**src/rtl/irq_rst_ctrl_pkg.sv**
```systemverilog
// Shared types for the interrupt signalling and reset control register.
// Assumes nothing; only declares the control nibble layout.
package irq_rst_ctrl_pkg;

    // Control nibble: field order sets the bit position software uses.
    typedef struct packed {
        logic card_rst_force;   // bit 3
        logic rst_block;        // bit 2
        logic pulse_mode;       // bit 1
        logic rearm_en;         // bit 0
    } ctl_t;

    localparam int unsigned CTL_W  = $bits(ctl_t);
    localparam int unsigned BUS_W  = 16;

endpackage

```
**src/rtl/irq_rst_ctrl_regs.sv**
```systemverilog
// Control register with single-cycle select/write strobes.
// Does: stores the low nibble of a write and returns it on reads.
// Assumes: strobes are synchronous to clk; the upper write lanes carry no state.
module irq_rst_ctrl_regs
    import irq_rst_ctrl_pkg::*;
(
    input  logic             clk,
    input  logic             rst_n,
    input  logic             bus_sel,
    input  logic             bus_wr,
    input  logic [BUS_W-1:0] bus_wdata,
    output logic [BUS_W-1:0] bus_rdata,
    output ctl_t             ctl
);

    localparam int unsigned PAD_W = BUS_W - CTL_W;

    logic wr_hit;
    logic unused_hi;

    assign wr_hit    = bus_sel & bus_wr;
    assign unused_hi = ^bus_wdata[BUS_W-1:CTL_W];

    // Capture the control nibble on a selected write.
    always_ff @(posedge clk) begin
        if (!rst_n) begin
            ctl <= '0;
        end else if (wr_hit) begin
            ctl <= ctl_t'(bus_wdata[CTL_W-1:0]);
        end
    end

    // Return the nibble zero-extended while selected.
    always_comb begin
        if (bus_sel) begin
            bus_rdata = {{PAD_W{1'b0}}, ctl};
        end else begin
            bus_rdata = '0;
        end
    end

    // A selected write is visible on the next cycle's read data.
    p_write_visible_r2: assert property (@(posedge clk) disable iff (!rst_n)
        (bus_sel && $past(bus_sel && bus_wr)) |-> (bus_rdata[CTL_W-1:0] == $past(bus_wdata[CTL_W-1:0])));

    // Without a selected write the nibble does not move.
    p_hold_r2: assert property (@(posedge clk) disable iff (!rst_n)
        !(bus_sel && bus_wr) |=> $stable(ctl));

endmodule

```
**src/rtl/irq_rst_ctrl_detect.sv**
```systemverilog
// Interrupt source front end.
// Does: synchronises each source with two flops and flags one event per cycle
// in which any bit rises. While rearm is enabled and a source stays high, it
// also flags an event every RETRIG_CYC cycles.
// Assumes: sources may be asynchronous; RETRIG_CYC >= 1.
module irq_rst_ctrl_detect #(
    parameter int unsigned N_SRC      = 4,
    parameter int unsigned RETRIG_CYC = 1000
) (
    input  logic             clk,
    input  logic             rst_n,
    input  logic [N_SRC-1:0] irq_src,
    input  logic             rearm_en,
    output logic             evt
);

    localparam int unsigned RCW = $clog2(RETRIG_CYC + 1);
    localparam logic [RCW-1:0] RT_LAST = RCW'(RETRIG_CYC - 1);

    logic [N_SRC-1:0] src_sync;
    logic [N_SRC-1:0] src_prev;
    logic [RCW-1:0]   rt_cnt;
    logic             new_edge;
    logic             pending;
    logic             rearm_fire;

    // One two-flop synchroniser for each source bit.
    for (genvar i = 0; i < N_SRC; i++) begin : g_sync
        logic meta_q;
        logic sync_q;
        // Two-stage capture of one asynchronous source bit.
        always_ff @(posedge clk) begin
            if (!rst_n) begin
                meta_q <= 1'b0;
                sync_q <= 1'b0;
            end else begin
                meta_q <= irq_src[i];
                sync_q <= meta_q;
            end
        end
        assign src_sync[i] = sync_q;
    end

    // Keep the previous synchronised vector for the edge compare.
    always_ff @(posedge clk) begin
        if (!rst_n) begin
            src_prev <= '0;
        end else begin
            src_prev <= src_sync;
        end
    end

    assign new_edge   = |(src_sync & ~src_prev);
    assign pending    = |src_sync;
    assign rearm_fire = rearm_en && pending && !new_edge && (rt_cnt == RT_LAST);

    // Count the rearm interval while a source stays pending.
    always_ff @(posedge clk) begin
        if (!rst_n) begin
            rt_cnt <= '0;
        end else if (!rearm_en || !pending || new_edge || rearm_fire) begin
            rt_cnt <= '0;
        end else begin
            rt_cnt <= rt_cnt + 1'b1;
        end
    end

    assign evt = new_edge | rearm_fire;

    // With rearm off, a pending source never fires again.
    p_rearm_off_r7: assert property (@(posedge clk) disable iff (!rst_n)
        !rearm_en |-> !rearm_fire);

    // With every synchronised source low, no event is raised.
    p_idle_silent_r10: assert property (@(posedge clk) disable iff (!rst_n)
        (src_sync == '0) |-> !evt);

    // The interval counter never passes its last value.
    p_rt_bound_r7: assert property (@(posedge clk) disable iff (!rst_n)
        rt_cnt <= RT_LAST);

endmodule

```
**src/rtl/irq_rst_ctrl_signal.sv**
```systemverilog
// Interrupt line driver.
// Does: in level mode, inverts a held level on each event. In pulse mode,
// drives a low pulse of PULSE_CYC cycles and holds one event that arrives
// during a pulse.
// Assumes: evt is a single-cycle strobe; PULSE_CYC >= 1.
module irq_rst_ctrl_signal #(
    parameter int unsigned PULSE_CYC = 280
) (
    input  logic clk,
    input  logic rst_n,
    input  logic pulse_mode,
    input  logic evt,
    output logic irq_out
);

    localparam int unsigned PCW = $clog2(PULSE_CYC + 1);
    localparam logic [PCW-1:0] P_LOAD = PCW'(PULSE_CYC);

    logic           lvl_q;
    logic [PCW-1:0] pulse_cnt;
    logic           held_q;
    logic           pulse_idle;

    assign pulse_idle = (pulse_cnt == '0);

    // Level mode: invert the line on every event; idles high.
    always_ff @(posedge clk) begin
        if (!rst_n) begin
            lvl_q <= 1'b1;
        end else if (!pulse_mode && evt) begin
            lvl_q <= ~lvl_q;
        end
    end

    // Pulse mode: run the width counter and start held events.
    always_ff @(posedge clk) begin
        if (!rst_n || !pulse_mode) begin
            pulse_cnt <= '0;
            held_q    <= 1'b0;
        end else if (!pulse_idle) begin
            pulse_cnt <= pulse_cnt - 1'b1;
            if (evt) begin
                held_q <= 1'b1;
            end
        end else if (evt || held_q) begin
            pulse_cnt <= P_LOAD;
            held_q    <= 1'b0;
        end
    end

    // Select the line source for the active mode.
    always_comb begin
        irq_out = pulse_mode ? pulse_idle : lvl_q;
    end

    // Level mode: an event inverts the line on the next cycle.
    p_toggle_r3: assert property (@(posedge clk) disable iff (!rst_n)
        (!pulse_mode && $past(!pulse_mode) && $past(evt)) |-> (irq_out != $past(irq_out)));

    // Level mode: without an event the line holds.
    p_level_hold_r4: assert property (@(posedge clk) disable iff (!rst_n)
        (!pulse_mode && $past(!pulse_mode) && !$past(evt)) |-> $stable(irq_out));

    // A falling line in pulse mode always starts a full-width count.
    p_pulse_load_r5: assert property (@(posedge clk) disable iff (!rst_n)
        (pulse_mode && $past(pulse_mode) && $fell(irq_out)) |-> (pulse_cnt == P_LOAD));

    // A held event starts a pulse on the first idle cycle.
    p_held_start_r6: assert property (@(posedge clk) disable iff (!rst_n)
        (pulse_mode && pulse_idle && held_q) |=> (!irq_out || !pulse_mode));

endmodule

```
**src/rtl/irq_rst_ctrl_rstgate.sv**
```systemverilog
// Reset gating.
// Does: blocks the board reset while the block bit is set, and forces the
// card reset or lets it follow the gated board reset.
// Assumes: all resets are active high; the request is already synchronous.
module irq_rst_ctrl_rstgate (
    input  logic clk,
    input  logic rst_n,
    input  logic board_rst_req,
    input  logic rst_block,
    input  logic card_rst_force,
    output logic board_rst_out,
    output logic card_rst_out
);

    // Combine the request and the control bits into both reset outputs.
    always_comb begin
        board_rst_out = board_rst_req & ~rst_block;
        card_rst_out  = card_rst_force | board_rst_out;
    end

    // A blocked board reset never leaves the block.
    p_block_r8: assert property (@(posedge clk) disable iff (!rst_n)
        rst_block |-> !board_rst_out);

    // A forced card reset is always asserted.
    p_card_force_r9: assert property (@(posedge clk) disable iff (!rst_n)
        card_rst_force |-> card_rst_out);

    // A passed board reset always reaches the card.
    p_card_follow_r9: assert property (@(posedge clk) disable iff (!rst_n)
        board_rst_out |-> card_rst_out);

endmodule

```
**src/rtl/irq_rst_ctrl.sv**
```systemverilog
// Interrupt signalling and reset control register, top level.
// Does: ties the control register, the source edge detector, the line driver
// and the reset gate together.
// Assumes: one clock domain; sources are synchronised inside.
module irq_rst_ctrl
    import irq_rst_ctrl_pkg::*;
#(
    parameter int unsigned N_SRC      = 4,
    parameter longint unsigned CLK_HZ = 250_000_000,
    parameter int unsigned RETRIG_CYC = 1000
) (
    input  logic             clk,
    input  logic             rst_n,
    input  logic             bus_sel,
    input  logic             bus_wr,
    input  logic [15:0]      bus_wdata,
    output logic [15:0]      bus_rdata,
    input  logic [N_SRC-1:0] irq_src,
    output logic             irq_out,
    input  logic             board_rst_req,
    output logic             board_rst_out,
    output logic             card_rst_out
);

    localparam longint unsigned PULSE_CYC_L =
        (CLK_HZ * 64'd112 + 64'd50_000_000) / 64'd100_000_000;
    localparam int unsigned PULSE_CYC = (PULSE_CYC_L == 0) ? 1 : int'(PULSE_CYC_L);

    ctl_t ctl;
    logic evt;

    irq_rst_ctrl_regs u_regs (
        .clk       (clk),
        .rst_n     (rst_n),
        .bus_sel   (bus_sel),
        .bus_wr    (bus_wr),
        .bus_wdata (bus_wdata),
        .bus_rdata (bus_rdata),
        .ctl       (ctl)
    );

    irq_rst_ctrl_detect #(
        .N_SRC      (N_SRC),
        .RETRIG_CYC (RETRIG_CYC)
    ) u_detect (
        .clk      (clk),
        .rst_n    (rst_n),
        .irq_src  (irq_src),
        .rearm_en (ctl.rearm_en),
        .evt      (evt)
    );

    irq_rst_ctrl_signal #(
        .PULSE_CYC (PULSE_CYC)
    ) u_signal (
        .clk        (clk),
        .rst_n      (rst_n),
        .pulse_mode (ctl.pulse_mode),
        .evt        (evt),
        .irq_out    (irq_out)
    );

    irq_rst_ctrl_rstgate u_rstgate (
        .clk            (clk),
        .rst_n          (rst_n),
        .board_rst_req  (board_rst_req),
        .rst_block      (ctl.rst_block),
        .card_rst_force (ctl.card_rst_force),
        .board_rst_out  (board_rst_out),
        .card_rst_out   (card_rst_out)
    );

endmodule

```
**config.mk**
```make
export PLATFORM = sky130hd
export DESIGN_NAME = irq_rst_ctrl
export DESIGN_NICKNAME = d
export VERILOG_FILES = /design/src/rtl/irq_rst_ctrl_pkg.sv /design/src/rtl/irq_rst_ctrl_regs.sv /design/src/rtl/irq_rst_ctrl_detect.sv /design/src/rtl/irq_rst_ctrl_signal.sv /design/src/rtl/irq_rst_ctrl_rstgate.sv /design/src/rtl/irq_rst_ctrl.sv
export SDC_FILE = /design/constraint.sdc
export NUM_CORES = 1
export LEC_CHECK = 0
export ABC_CLOCK_PERIOD_IN_PS = 3900
export BUFFER_PORTS_ARGS = -buffer_cell sky130_fd_sc_hd__buf_4
export CORE_MARGIN = 2
export CORE_UTILIZATION = 55
export DETAILED_ROUTE_END_ITERATION = 7
export GPL_TIMING_DRIVEN = 0
export HOLD_SLACK_MARGIN = 0.08
export PLACE_DENSITY_LB_ADDON = 0.1
export SETUP_SLACK_MARGIN = 0.02
export SLEW_MARGIN = 20
export SYNTH_ARGS = -nofsm -noshare
export SYNTH_HDL_FRONTEND = slang
export SYNTH_SLANG_ARGS = --single-unit
```
**constraint.sdc**
```tcl
create_clock -name clk -period 3.9 [get_ports clk]
set_input_delay 0.39 -clock clk [delete_from_list [all_inputs] [get_ports clk]]
set_output_delay 0.39 -clock clk [all_outputs]
set_load 0.01 [all_outputs]
```
==> metrics <==
share of cells above drive strength 1=0.213; Hold WC Path Type=in -> reg; Worst Setup Start Kind=flop; CTS tree=done; drt pass-1 iters=4; status=complete, no violations; Congestion Overflow GR=0; Residual DRC=0; Core Util, Final=0.663; core area=2980 um2; Tmin final=2.46 ns; DP HPWL=~2200 um; r2r endpoint=u_signal.pulse_cnt[7]; Worst Hold Endpoint=u_detect.g_sync[1].meta_q; FF+latch count, synth=37; initial drt markers=34; clock-pin slew on the worst setup and hold paths=approximately 0.11 ns; asr flop ratio synth=0; sequential power share=0.572; worst reg-to-reg setup slack=about 2.0 ns; critical path type=reg -> out; Comb pwr share=0.111; Placer Congestion=0.768; antenna violations before repair=0; Peak Freq=406 MHz; Synthesis Warnings=0; r2r worst-path depth=7; post-synth top area share=0.438; placed standard-cell area=about 1900 um2; Die W=between 50 and 60 um; die area=3530 um2; WL final=2950 um; Synth cell types=between 40 and 50; Die Y=59.4 um; Pint=515 uW; Sink Count=37; leakage=0.826 nW; area leader, netlist=dfxtp_1; routed vias=1,307; EDFF count, synth=0; CTS max path bufs=2; Fin Setup TNS=0 ns; Final period util=0.631; TritonCTS Buffers=5; nets=~250; worst path cell trace=inv_1, ha_1, nor3b_1, and3_1, clkbuf_1, a21o_1, buf_4; drt via density=between 5 and 6; most frequent cell after synthesis=dfxtp_1; crit path max-delay cell type=dfxtp_1; clock root buffer=clkbuf_4; sequential fraction of the synthesis area=0.438; Arrival @ worst endpoint=just over 2 ns; Layout area overhead=16.7%; Rel. slew slack=0.624; Synth Cell Area=1690 um2; H-tree depth=2; I/O Buffers=18; DRT antenna net count=0; RSZ-0062 raised after global routing=false; Syn Area/Cell=9.19 um2; Hold Path Stages=2; IO Pins=between 40 and 50; num rows=20; Max-cap violations=0; CP bufs+invs=3; setup violators final=0; vias in the first global route=1,182; clock latency on the worst-skew pair=0.35 ns; total power=687 uW; Clock Skew=0.00770 ns; GRT Resource Usage Total=0.191; Final Slew Violations=0; largest net degree at the start of global routing=13; CP top delay family=simple AND/OR/NAND/NOR gates; crit path capture type=primary output; CP required=3.51 ns; Syn Inst Count=184; Clock power frac=0.317; final instance area=just under 2000 um2; top_reg_cell synth=dfxtp_1; Max stage delay on crit path=about 0.34 ns; per-cell routed wire length=11.6 um; top post-synthesis cells by count=dfxtp_1 (37), and2_1 (16), nand2_1 (14), nor2_1 (14), buf_4 (12); # resized after CTS=0; Starting Density=0.568; number of setup buffers added after CTS=0; Slew @ Worst Pin=0.557 ns; Hold Crit Start=irq_src[1]; Hold Fails Final Rpt=0; P per Cell Area=348 nW/um2; hold buffers post-CTS=0; launch point of the worst reg-to-reg path=u_signal.pulse_cnt[0]; Inserted Diodes=0; VDD IR max=0.000207 V; top post-synthesis cells by area=dfxtp_1 (44%), and2_1 (5.9%), buf_4 (5.3%); first-pass GRT wire length=5030 um; Net Sw Power=172 uW; Worst Path Max Fanout=8; switch share=0.251
-- sequential cells by signal (all words and copies together) (netlist names) --
| signal | count |
|---|---|
| u_signal.lvl_q | 1 |
| u_detect.g_sync.meta_q | 4 |
| u_signal.pulse_cnt | 9 |
| u_signal.held_q | 1 |
| u_detect.g_sync.sync_q | 4 |
| u_detect.rt_cnt | 10 |
| u_detect.src_prev | 4 |
| u_regs.ctl | 4 |
-- metal layers --
layer	GRT usage	share of wire	vias to the layer above	wire length (um)
met3	0.0721	0.057	5	169
met2	0.306	0.49	36	1430
met1	0.230	0.44	588	1310
li1	-	-	678	-
met5	0	0	-	0
met4	0.0779	0.012	0	36
-- final cells by class --
cell class | count | area, um2
fill | 265 | 1000
multi-input combinational | 137 | 867
sequential | 37 | 741
timing repair buffer | 18 | 135
buffer | 17 | 109
clock buffer | 6 | 51.3
tap | 33 | 41.3
inverter | 4 | 15.0
clock inverter | 2 | 13.8
-- metrics by stage --
stage	instances	worst slack, ns	hold slack [ns]
after floorplan	195	2.17	0.412
after global placement	246	1.91	0.415
after detailed placement	246	1.88	0.426
after CTS	254	1.46	0.229
after global routing	254	1.28	0.228
final	254	1.44	0.234
-- power by group through the flow --
| stage | logic, mW | registers, mW | clock network, mW |
|---|---|---|---|
| after floorplan | 0.0528 | 0.400 | 0 |
| after global placement | 0.0737 | 0.401 | 0 |
| after detailed placement | 0.0756 | 0.402 | 0 |
| after CTS | 0.0759 | 0.393 | 0.225 |
| after global routing | 0.0842 | 0.395 | 0.239 |
| final | 0.0763 | 0.393 | 0.218 |
-- logic make-up after synthesis --
group / count (synthesis) / share of synthesized area
other: 1 / 0.00222
and+or+nand+nor: 92 / 0.315
DFF: 37 / 0.438
buffers and inverters: 21 / 0.0733
AOI/OAI and AO/OA: 21 / 0.104
xor gates and xnor gates: 10 / 0.0518
adders and majority gates: 2 / 0.0148
-- how the worst max path moves through the flow --
stage | start | to | slack, ns | cells after the start
2_1_floorplan | u_signal.pulse_cnt[0] | irq_out | 2.17 | 6
3_3_place_gp | u_signal.pulse_cnt[0] | irq_out | 1.91 | 7
3_5_place_dp | u_signal.pulse_cnt[0] | irq_out | 1.88 | 7
4_1_cts | u_signal.pulse_cnt[0] | irq_out | 1.46 | 7
5_1_grt | u_signal.pulse_cnt[0] | irq_out | 1.28 | 7
6_report | u_signal.pulse_cnt[0] | irq_out | 1.44 | 7
-- placed cells by master (no fill, tap or decap), types with 2 or more instances in the layout --
cell	count
clkbuf_1	5
nor2_1	14
nor2b_1	5
xor2_1	3
or4_1	2
a21boi_0	4
nand2_1	14
ha_1	2
xnor2_1	7
nor3b_1	3
o21ai_0	2
and2_1	16
and3_1	4
dfxtp_1	37
nand3b_1	2
conb_1	12
nand3_1	10
nor3_1	6
o31ai_1	2
or3_1	2
clkbuf_4	5
buf_4	30
inv_1	4
a21oi_1	4
nand4_1	2
o211a_1	2
No activity file was read; power rests on OpenSTA's default activity.
